<file path="config.mk">
export PLATFORM = sky130hd
export DESIGN_NAME = halfword_packer
export DESIGN_NICKNAME = d
export VERILOG_FILES = /design/src/rtl/hwp_pkg.sv /design/src/rtl/hwp_fill.sv /design/src/rtl/hwp_cfg.sv /design/src/rtl/hwp_oreg.sv /design/src/rtl/hwp_pair.sv /design/src/rtl/halfword_packer.sv
export SDC_FILE = /design/constraint.sdc
export NUM_CORES = 1
export LEC_CHECK = 0
export BUFFER_PORTS_ARGS = -buffer_cell sky130_fd_sc_hd__buf_2
export CAP_MARGIN = 20
export CELL_PAD_IN_SITES_DETAIL_PLACEMENT = 1
export CELL_PAD_IN_SITES_GLOBAL_PLACEMENT = 2
export CORE_ASPECT_RATIO = 1.5
export CORE_MARGIN = 5
export CORE_UTILIZATION = 30
export DETAILED_ROUTE_END_ITERATION = 6
export PLACE_DENSITY_LB_ADDON = 0.1
export SLEW_MARGIN = 25
export SYNTH_ARGS = -nofsm -noshare
export SYNTH_HDL_FRONTEND = slang
export SYNTH_SLANG_ARGS = --single-unit
export TNS_END_PERCENT = 20
</file>
<file path="constraint.sdc">
create_clock -name clk -period 2 [get_ports clk]
set_clock_uncertainty 0.15 [all_clocks]
set_input_delay 0.1 -clock clk [delete_from_list [all_inputs] [get_ports clk]]
set_output_delay 0.1 -clock clk [all_outputs]
set_load 0.01 [all_outputs]
</file>
<file path="src/rtl/hwp_pkg.sv">
package hwp_pkg;
  typedef enum logic [1:0] {
    FILL_TOPBIT = 2'b00,
    FILL_ZERO   = 2'b01,
    FILL_ALT    = 2'b10,
    FILL_ONES   = 2'b11
  } fill_code_e;
endpackage

</file>
<file path="src/rtl/hwp_fill.sv">
module hwp_fill #(
  parameter int W = 16
) (
  input  logic [1:0]   code,
  output logic [W-1:0] pat
);
  import hwp_pkg::*;
  localparam int HALF = W / 2;

  always_comb begin
    pat = '0;
    case (fill_code_e'(code))
      FILL_TOPBIT: pat[W-1] = 1'b1;
      FILL_ZERO:   pat = '0;
      FILL_ALT: begin
        for (int i = 0; i < W; i++) begin
          if (i >= HALF) pat[i] = (i % 2 == 1);
          else           pat[i] = (i % 2 == 0);
        end
      end
      default:     pat = '1;
    endcase
  end
endmodule

</file>
<file path="src/rtl/hwp_cfg.sv">
module hwp_cfg (
  input  logic       clk,
  input  logic       rst_n,
  input  logic       ev_open,
  input  logic       ord_live,
  input  logic [1:0] fsel_live,
  output logic       ord_eff,
  output logic [1:0] fsel_eff
);
  logic       ord_q;
  logic [1:0] fsel_q;

  // Follow the live pins while no event is open; freeze once one opens.
  always_ff @(posedge clk) begin
    if (!rst_n) begin
      ord_q  <= 1'b0;
      fsel_q <= 2'b00;
    end else if (!ev_open) begin
      ord_q  <= ord_live;
      fsel_q <= fsel_live;
    end
  end

  assign ord_eff  = ev_open ? ord_q  : ord_live;
  assign fsel_eff = ev_open ? fsel_q : fsel_live;


  cfg_hold_chk: assert property (@(posedge clk) disable iff (!rst_n)
    (ev_open && $past(ev_open)) |-> ($stable(ord_eff) && $stable(fsel_eff)));
endmodule

</file>
<file path="src/rtl/hwp_oreg.sv">
module hwp_oreg #(
  parameter int WW = 32
) (
  input  logic          clk,
  input  logic          rst_n,
  input  logic          load,
  input  logic [WW-1:0] word,
  input  logic          out_ready,
  output logic          out_valid,
  output logic [WW-1:0] out_data,
  output logic          slot_free
);
  assign slot_free = !out_valid || out_ready;

  always_ff @(posedge clk) begin
    if (!rst_n) begin
      out_valid <= 1'b0;
      out_data  <= '0;
    end else if (load) begin
      out_valid <= 1'b1;
      out_data  <= word;
    end else if (out_ready) begin
      out_valid <= 1'b0;
    end
  end


  load_slot_chk: assert property (@(posedge clk) disable iff (!rst_n)
    load |-> slot_free);

  stall_hold_chk: assert property (@(posedge clk) disable iff (!rst_n)
    (out_valid && !out_ready) |=> (out_valid && $stable(out_data)));
endmodule

</file>
<file path="src/rtl/hwp_pair.sv">
module hwp_pair #(
  parameter int HW = 16,
  localparam int WW = 2 * HW
) (
  input  logic          clk,
  input  logic          rst_n,
  input  logic          in_valid,
  input  logic [HW-1:0] in_data,
  output logic          in_ready,
  input  logic          eoe,
  input  logic          slot_free,
  input  logic          ord,
  input  logic [HW-1:0] pad,
  output logic          load,
  output logic [WW-1:0] word,
  output logic          ev_open,
  output logic          ev_done
);
  logic          half_q, pend_q, open_q, done_q;
  logic [HW-1:0] hold_q;
  logic          acc, pair_load, pad_load, finish;
  logic [HW-1:0] second;

  assign in_ready  = !pend_q && (!half_q || slot_free);
  assign acc       = in_valid && in_ready;
  assign pair_load = acc && half_q;
  assign finish    = pend_q && slot_free;
  assign pad_load  = finish && half_q;
  assign load      = pair_load || pad_load;
  assign second    = pad_load ? pad : in_data;
  assign word      = ord ? {hold_q, second} : {second, hold_q};
  assign ev_open   = open_q;
  assign ev_done   = done_q;

  always_ff @(posedge clk) begin
    if (!rst_n) begin
      half_q <= 1'b0;
      hold_q <= '0;
      pend_q <= 1'b0;
      open_q <= 1'b0;
      done_q <= 1'b0;
    end else begin
      if (load)            half_q <= 1'b0;
      else if (acc)        half_q <= 1'b1;
      if (acc && !half_q)  hold_q <= in_data;
      if (finish)          open_q <= 1'b0;
      else if (acc)        open_q <= 1'b1;
      pend_q <= eoe || (pend_q && !finish);
      done_q <= finish;
    end
  end


  eoe_block_chk: assert property (@(posedge clk) disable iff (!rst_n)
    eoe |=> !in_ready);

  done_clear_chk: assert property (@(posedge clk) disable iff (!rst_n)
    ev_done |-> (!half_q && !open_q));

  pad_done_chk: assert property (@(posedge clk) disable iff (!rst_n)
    pad_load |=> ev_done);
endmodule

</file>
<file path="src/rtl/halfword_packer.sv">
module halfword_packer #(
  parameter int HW_W = 16,
  localparam int WD_W = 2 * HW_W
) (
  input  logic            clk,
  input  logic            rst_n,
  input  logic            in_valid,
  output logic            in_ready,
  input  logic [HW_W-1:0] in_data,
  input  logic            end_event,
  input  logic            order_sel,
  input  logic [1:0]      fill_sel,
  output logic            out_valid,
  input  logic            out_ready,
  output logic [WD_W-1:0] out_data,
  output logic            event_done
);
  logic            ev_open, ord_eff, slot_free, load;
  logic [1:0]      fsel_eff;
  logic [HW_W-1:0] pad;
  logic [WD_W-1:0] word;

  hwp_cfg u_cfg (
    .clk(clk), .rst_n(rst_n), .ev_open(ev_open),
    .ord_live(order_sel), .fsel_live(fill_sel),
    .ord_eff(ord_eff), .fsel_eff(fsel_eff)
  );

  hwp_fill #(.W(HW_W)) u_fill (.code(fsel_eff), .pat(pad));

  hwp_pair #(.HW(HW_W)) u_pair (
    .clk(clk), .rst_n(rst_n), .in_valid(in_valid), .in_data(in_data),
    .in_ready(in_ready), .eoe(end_event), .slot_free(slot_free),
    .ord(ord_eff), .pad(pad), .load(load), .word(word),
    .ev_open(ev_open), .ev_done(event_done)
  );

  hwp_oreg #(.WW(WD_W)) u_oreg (
    .clk(clk), .rst_n(rst_n), .load(load), .word(word),
    .out_ready(out_ready), .out_valid(out_valid), .out_data(out_data),
    .slot_free(slot_free)
  );


  reset_idle_chk: assert property (@(posedge clk)
    !rst_n |=> (!out_valid && !event_done));
endmodule

</file>
==> qor.txt, run 1 <==
outcome = finished, final reports clean
die area = 9890 um2
floorplan die height = 119 um
met3 routing resource usage after global routing = 3.53%
clock tree buffer depth = 2
wire length of the first global-routing pass = 12.3 mm
data required time at the worst endpoint = 2090 ps
final-report hold violation count = 0
vias in the first global route = 2442
number of antenna-violating nets in the routed design = 0
CTS tree = done
unrepaired setup endpoints after global routing = no
r2r startpoint = u_pair.pend_q$_SDFF_PN0_
Die Span X = 82.9 um
busiest layer in global routing = met2
pwr/cell area = 825 nW/um2
number of buffers added on ports = 58
TritonCTS Sinks = 56
total I/O pin count = 59
GR met2 Demand/Resource = 28.5%
largest net degree at the start of global routing = 33
min cycle time layout = 1880 ps
Total GRT Usage = 15.2%
Worst EP arrival = 1970 ps
CTS-repair resized insts = 0
clock transition at the registers of the reported paths = 70 ps
largest cells by area after synthesis = sky130_fd_sc_hd__dfxtp_1 47%, sky130_fd_sc_hd__nand2_1 8.0%, sky130_fd_sc_hd__a311oi_1 5.9%
number of buffers inserted during clock tree synthesis = 5
Most used DFF post-synth = sky130_fd_sc_hd__dfxtp_1
Vias/cell = 4.85
register bit total from synthesis = 56
worst slew pin tran = 460 ps
source of the worst hold timing path = in_valid
crit-path max FO = 16
share of layout cells above drive strength 1 = 23.8%
relative slew slack = 69.3%
worst-case vdd ir drop = 0.479 mV
Synth Net Count = 317
slowest stage cell on the critical path = sky130_fd_sc_hd__or4b_1
crit path kind = flop to flop
CTS root buffer = sky130_fd_sc_hd__clkbuf_16
total overflow reported by the global router = 0
Core Region = 7910 um2
met1 capacity usage during global routing = 17.0%
type of element launching the critical path = flop
area leader, netlist = sky130_fd_sc_hd__dfxtp_1
Site Rows = 40
number of DRC violations after detailed-routing iteration 0 = 66
insertion delay to the later sink of the worst-skew pair = 290 ps
share of synthesized area occupied by flip-flops and latches = 46.9%
endpoint class of the critical path = flop
count of hold buffers inserted by post-cts repair = 17
GPL Wtd Cong = 0.719
final std cell area, no fill = 3180 um2
Final #Nets = 389
ys async rst share = 0%
area overhead of the layout relative to synthesis = 33.1%
HPWL reported at the end of detailed placement = 5.23 mm
routed wirelength normalized by instance count = 15.3 um
post-synth cell types = 29
highest cell delay on the worst timing path = 520 ps
DRC violation count after routing = 0
number of search-and-repair iterations in the first detailed-routing pass = 4
worst-path cell chain = nand2_1 -> or4b_1 -> buf_4 -> a311oi_1 -> a21o_1
final wirelength = 7.22 mm
# fillers = 1012
maximum frequency from static timing analysis = 0.532 GHz
via count of the routed design = 2285
diode insertion count for antenna repair = 0
Post-Syn Area = 2390 um2
ratio of final minimum period to clock period = 93.9%
initial antenna violation count = 0
instance area at placement = 2850 um2
final setup violation count = 0
cell count after synthesis = 293
worst-case hold slack = 18.6 ps
area share of the leading cell type in the synthesized netlist = 46.9%
synth warn = 0
starting density of the core = 30.2%
Tot Pwr = 2.62 mW
number of pins with negative max-slew slack in the final report = 0
crit path launch = u_pair.pend_q$_SDFF_PN0_
EDFF count, synth = 0
CTS H-tree depth = 2
Leakage Power = 1.46 nW
max-capacitance violation count = 0
average footprint of a synthesized cell = 8.16 um2
r2r setup slk = 120 ps
worst hold path class = primary input to flop
post-CTS setup buffer count = 0
summed negative setup slack over all endpoints = 0 ps
==> stage by stage <==
| step | worst slack [ps] | util [%] | std cells |
|---|---|---|---|
| after floorplan | 127 | - | 293 |
| after global placement | 116 | 36.0 | 446 |
| after detailed placement | 135 | 36.0 | 446 |
| after CTS | 113 | 40.2 | 471 |
| after global routing | 22.0 | 40.2 | 471 |
| final | 121 | 40.2 | 471 |
==> state kept, by name, summed over array words and instances (netlist names) <==
register	count
u_cfg.fsel_q	2
u_pair.hold_q	16
u_cfg.ord_q	1
u_pair.ev_done	1
u_pair.half_q	1
u_oreg.out_data	32
u_oreg.out_valid	1
u_pair.ev_open	1
u_pair.pend_q	1
==> logic make-up after synthesis <==
logic type / Yosys count / share of synthesized area (%)
AND/OR/NAND/NOR: 100 / 18.6
flip-flops: 56 / 46.9
buffers and inverters: 30 / 5.34
multiplexers: 4 / 1.94
AO/OA/AOI/OAI: 103 / 27.2
==> worst max-delay path: cells and delay by family, from the launching register on <==
kind	cells	cell delay [ps]
and+or+nand+nor	2	640
buffers and inverters	1	210
AOI/OAI and AO/OA	2	410
DFF	1	420
==> area by class of cell <==
type	count	area (um2)	share of cell area, %
Clock buffer	6	129	4.05
Clock inverter	2	35.0	1.10
Inverter	1	3.75	0.118
Multi-Input combinational cell	207	1140	36.0
Sequential cell	56	1120	35.2
Tap cell	105	131	4.13
Timing Repair Buffer	94	616	19.4
==> final timing paths <==
check | endpoint | depth (start not counted)
max | u_oreg.out_data[17]$_SDFFE_PN0P_ | 5
min | u_pair.ev_open$_SDFFE_PP0N_ | 3
max reg2reg | u_oreg.out_data[17]$_SDFFE_PN0P_ | 5
min reg2reg | u_oreg.out_data[24]$_SDFFE_PN0P_ | 1
==> layout by cell type (no fill, tap or decap), types with 16 or more instances in the layout <==
master / instances
sky130_fd_sc_hd__o21ai_0: 24
sky130_fd_sc_hd__a31oi_1: 16
sky130_fd_sc_hd__a21oi_1: 27
sky130_fd_sc_hd__nand2_1: 51
sky130_fd_sc_hd__nor2_1: 22
sky130_fd_sc_hd__buf_2: 58
sky130_fd_sc_hd__buf_4: 18
sky130_fd_sc_hd__dfxtp_1: 56
sky130_fd_sc_hd__dlygate4sd3_1: 17
sky130_fd_sc_hd__a21o_1: 16
sky130_fd_sc_hd__or3_1: 16
sky130_fd_sc_hd__a311oi_1: 16
==> Yosys cell counts, types with 2 or more instances <==
cell,n
sky130_fd_sc_hd__a21o_1,16
sky130_fd_sc_hd__a21oi_1,27
sky130_fd_sc_hd__a311oi_1,16
sky130_fd_sc_hd__a31oi_1,16
sky130_fd_sc_hd__and2_1,2
sky130_fd_sc_hd__buf_2,3
sky130_fd_sc_hd__clkbuf_1,23
sky130_fd_sc_hd__dfxtp_1,56
sky130_fd_sc_hd__mux2i_1,2
sky130_fd_sc_hd__nand2_1,51
sky130_fd_sc_hd__nand2b_1,2
sky130_fd_sc_hd__nor2_1,22
sky130_fd_sc_hd__nor2b_1,3
sky130_fd_sc_hd__o21ai_0,24
sky130_fd_sc_hd__or3_1,16
==> metal layers <==
metal / wire (um) / part of all wire [%] / vias up
met5: 0 / 0 / -
met4: 60 / 0.83 / 0
met3: 235 / 3.3 / 6
met2: 3860 / 53 / 43
met1: 3060 / 42 / 1053
li1: - / - / 1183
==> power breakdown <==
part	switching, mW	leakage, nW	total, mW	internal, mW
registers	0.0394	0.458	1.23	1.19
clock network	0.390	0.0808	0.979	0.590
logic	0.234	0.919	0.418	0.184
total	0.663	1.46	2.62	1.96
(Power assumes the default switching activity.)
==> run 2, diff against run 1 <==
--- a/config.mk
+++ b/config.mk
@@ -6,10 +6,9 @@
 export NUM_CORES = 1
 export LEC_CHECK = 0
 export BUFFER_PORTS_ARGS = -buffer_cell sky130_fd_sc_hd__buf_2
-export CAP_MARGIN = 20
 export CELL_PAD_IN_SITES_DETAIL_PLACEMENT = 1
 export CELL_PAD_IN_SITES_GLOBAL_PLACEMENT = 2
-export CORE_ASPECT_RATIO = 1.5
+export CORE_ASPECT_RATIO = 0.6
 export CORE_MARGIN = 5
 export CORE_UTILIZATION = 30
 export DETAILED_ROUTE_END_ITERATION = 6
==> run 2 against run 1 <==
Sequential power about the same. Global-route usage increased by 1.2 points. Critical path type unchanged. Die area increased by 0.22%. Critical endpoint is now u_oreg.out_data[14]$_SDFFE_PN0P_.
==> qor.txt, run 2 (same netlist as run 1, synthesis figures left out) <==
outcome = finished, final reports clean
highest cell delay on the worst timing path = 430 ps (-90 ps)
Top Registers = u_oreg.out_data x32, u_pair.hold_q x16, u_cfg.fsel_q x2
# fillers = 961 (-5.0%)
HPWL reported at the end of detailed placement = 5.44 mm (+4.0%)
top library cells by usage in the layout, fill and taps aside = 58 x sky130_fd_sc_hd__buf_2, 55 x sky130_fd_sc_hd__dfxtp_1, 51 x sky130_fd_sc_hd__nand2_1
crit-path max FO = 16 (unchanged)
min cycle time layout = 1850 ps (-32.6 ps)
number of pins with negative max-slew slack in the final report = 0 (unchanged)
number of buffers added on ports = 58 (unchanged)
endpoint class of the critical path = flop
wl on met1 = 4.13 mm (+35%)
DP Worst Slack = 102 ps (-33.5 ps)
summed negative setup slack over all endpoints = 0 ps (unchanged)
via count of the routed design = 2401 (+5.1%)
worst slew pin tran = 661 ps (+201 ps)
Core Region = 7820 um2 (-1.1%)
multi-input logic area = 1140 um2 (unchanged)
Seq. cell area = 1120 um2 (+0.11%)
commonest non-fill, non-tap cell in the layout = sky130_fd_sc_hd__buf_2
GPL Wtd Cong = 0.748 (+4.1%)
post-route setup slack = 154 ps (+32.6 ps)
total overflow reported by the global router = 0 (unchanged)
diode insertion count for antenna repair = 0 (unchanged)
Placed Cells = 450 (+0.90%)
register with the most flip-flops = u_oreg.out_data
pwr/cell area = 786 nW/um2 (-4.7%)
CTS H-tree depth = 2 (unchanged)
Vias/cell = 5.08 (+4.6%)
maximum frequency from static timing analysis = 0.542 GHz (+1.8%)
worst-path cell chain = mux2_4 -> or4b_1 -> buf_4 -> a311oi_1 -> a21o_1
type of element launching the critical path = flop
clock tree buffer depth = 2 (unchanged)
DRC violation count after routing = 0 (unchanged)
total I/O pin count = 59 (unchanged)
largest net degree at the start of global routing = 33 (unchanged)
number of antenna-violating nets in the routed design = 0 (unchanged)
number of search-and-repair iterations in the first detailed-routing pass = 5 (+1)
Final #Nets = 391 (+0.51%)
CTS root buffer = sky130_fd_sc_hd__clkbuf_16
number of buffer and inverter instances along the worst setup path = 1 (unchanged)
ratio of final minimum period to clock period = 92.3% (-1.6 points)
Total GRT Usage = 16.4% (+1.2 points)
fin util = 40.3% (+0.083 points)
max-capacitance violation count = 0 (unchanged)
floorplan die height = 79.1 um (-34%)
area overhead of the layout relative to synthesis = 31.9%
Leakage Power = 1.44 nW (-0.95%)
final setup violation count = 0 (unchanged)
met2 routed WL = 3.29 mm (-15%)
unrepaired setup endpoints after global routing = no
Worst EP arrival = 1940 ps (-30 ps)
number of buffers inserted during clock tree synthesis = 5 (unchanged)
max layer used = met4
wire length of the first global-routing pass = 12.9 mm (+4.8%)
die area = 9910 um2 (+0.22%)
Die Span X = 125 um (+51%)
slowest stage cell on the critical path = sky130_fd_sc_hd__or4b_1
insertion delay to the later sink of the worst-skew pair = 290 ps (about the same)
number of DRC violations after detailed-routing iteration 0 = 92 (+39%)
worst-case vdd ir drop = 0.261 mV (-45%)
starting density of the core = 30.6% (+0.34 points)
wire length on met3 = 397 um (+69%)
family of cells with the greatest summed delay on the critical path = simple AND/OR/NAND/NOR gates
relative slew slack = 55.9% (-13 points)
final wirelength = 7.87 mm (+9.0%)
data required time at the worst endpoint = 2090 ps (about the same)
flip-flop count of the largest register after layout = 32 (unchanged)
share of layout cells above drive strength 1 = 23.8% (+0.065 points)
final-report hold violation count = 0 (unchanged)
Site Rows = 25 (-38%)
routed wirelength normalized by instance count = 16.6 um (+8.5%)
worst-case hold slack = 4.01 ps (-14.6 ps)
CTS tree = done
crit path kind = flop to flop
initial antenna violation count = 0 (unchanged)
worst hold path class = primary input to flop
vias in the first global route = 2347 (-3.9%)
clock transition at the registers of the reported paths = 70 ps (about the same)
TritonCTS Sinks = 56 (unchanged)
Final Non-Filler Cells = 473 (+0.42%)
run 2: worst paths after layout:
check | start | to | slack, ps | cells after the start
setup / recovery | u_pair.ev_open$_SDFFE_PP0N_ | u_oreg.out_data[14]$_SDFFE_PN0P_ | 150 | 5
hold reg to reg | u_oreg.out_data[10]$_SDFFE_PN0P_ | u_oreg.out_data[10]$_SDFFE_PN0P_ | 290 | 1
setup reg to reg | u_pair.ev_open$_SDFFE_PP0N_ | u_oreg.out_data[14]$_SDFFE_PN0P_ | 150 | 5
hold / removal | in_valid | u_pair.ev_open$_SDFFE_PP0N_ | 4 | 3
run 2: stage by stage:
| step | power, mW | area, um2 |
|---|---|---|
| 4_1_cts | 2.52 | 3150 |
| 2_1_floorplan | 1.48 | 2390 |
| 3_3_place_gp | 1.65 | 2850 |
| 5_1_grt | 2.61 | 3150 |
| 3_5_place_dp | 1.66 | 2850 |
| 6_report | 2.48 | 3150 |
run 2: cell type report:
cell class | count | area share [%]
multi-input combinational | 207 | 36.3
tap | 108 | 4.29
clock buffer | 5 | 3.97
inverter | 1 | 0.119
sequential | 56 | 35.6
timing repair buffer | 96 | 19.7
run 2: timing repair:
action | in CTS | in global routing
setup buffers | 0 | 0
setup endpoints to repair | 0 | 13
hold buffers | 18 | 0
hold endpoints to repair | 21 | 0
gates resized for setup | 0 | 1
run 2: power breakdown:
part | switching (mW) | total, mW | leakage (nW) | internal, mW
Clock | 0.377 | 0.821 | 0.0616 | 0.444
Sequential | 0.0416 | 1.23 | 0.458 | 1.19
Combinational | 0.245 | 0.427 | 0.924 | 0.182
run 2: worst min-delay path, delay by kind of cell:
family | cells | cell delay (ps)
buffers and inverters | 1 | 130
AO/OA/AOI/OAI | 2 | 170
run 2: layer usage:
| metal | GRT usage [%] | up-vias |
|---|---|---|
| li1 | - | 1181 |
| met1 | 23.9 | 1164 |
| met2 | 24.2 | 50 |
| met3 | 4.30 | 6 |
| met4 | 3.25 | 0 |
| met5 | 0 | - |
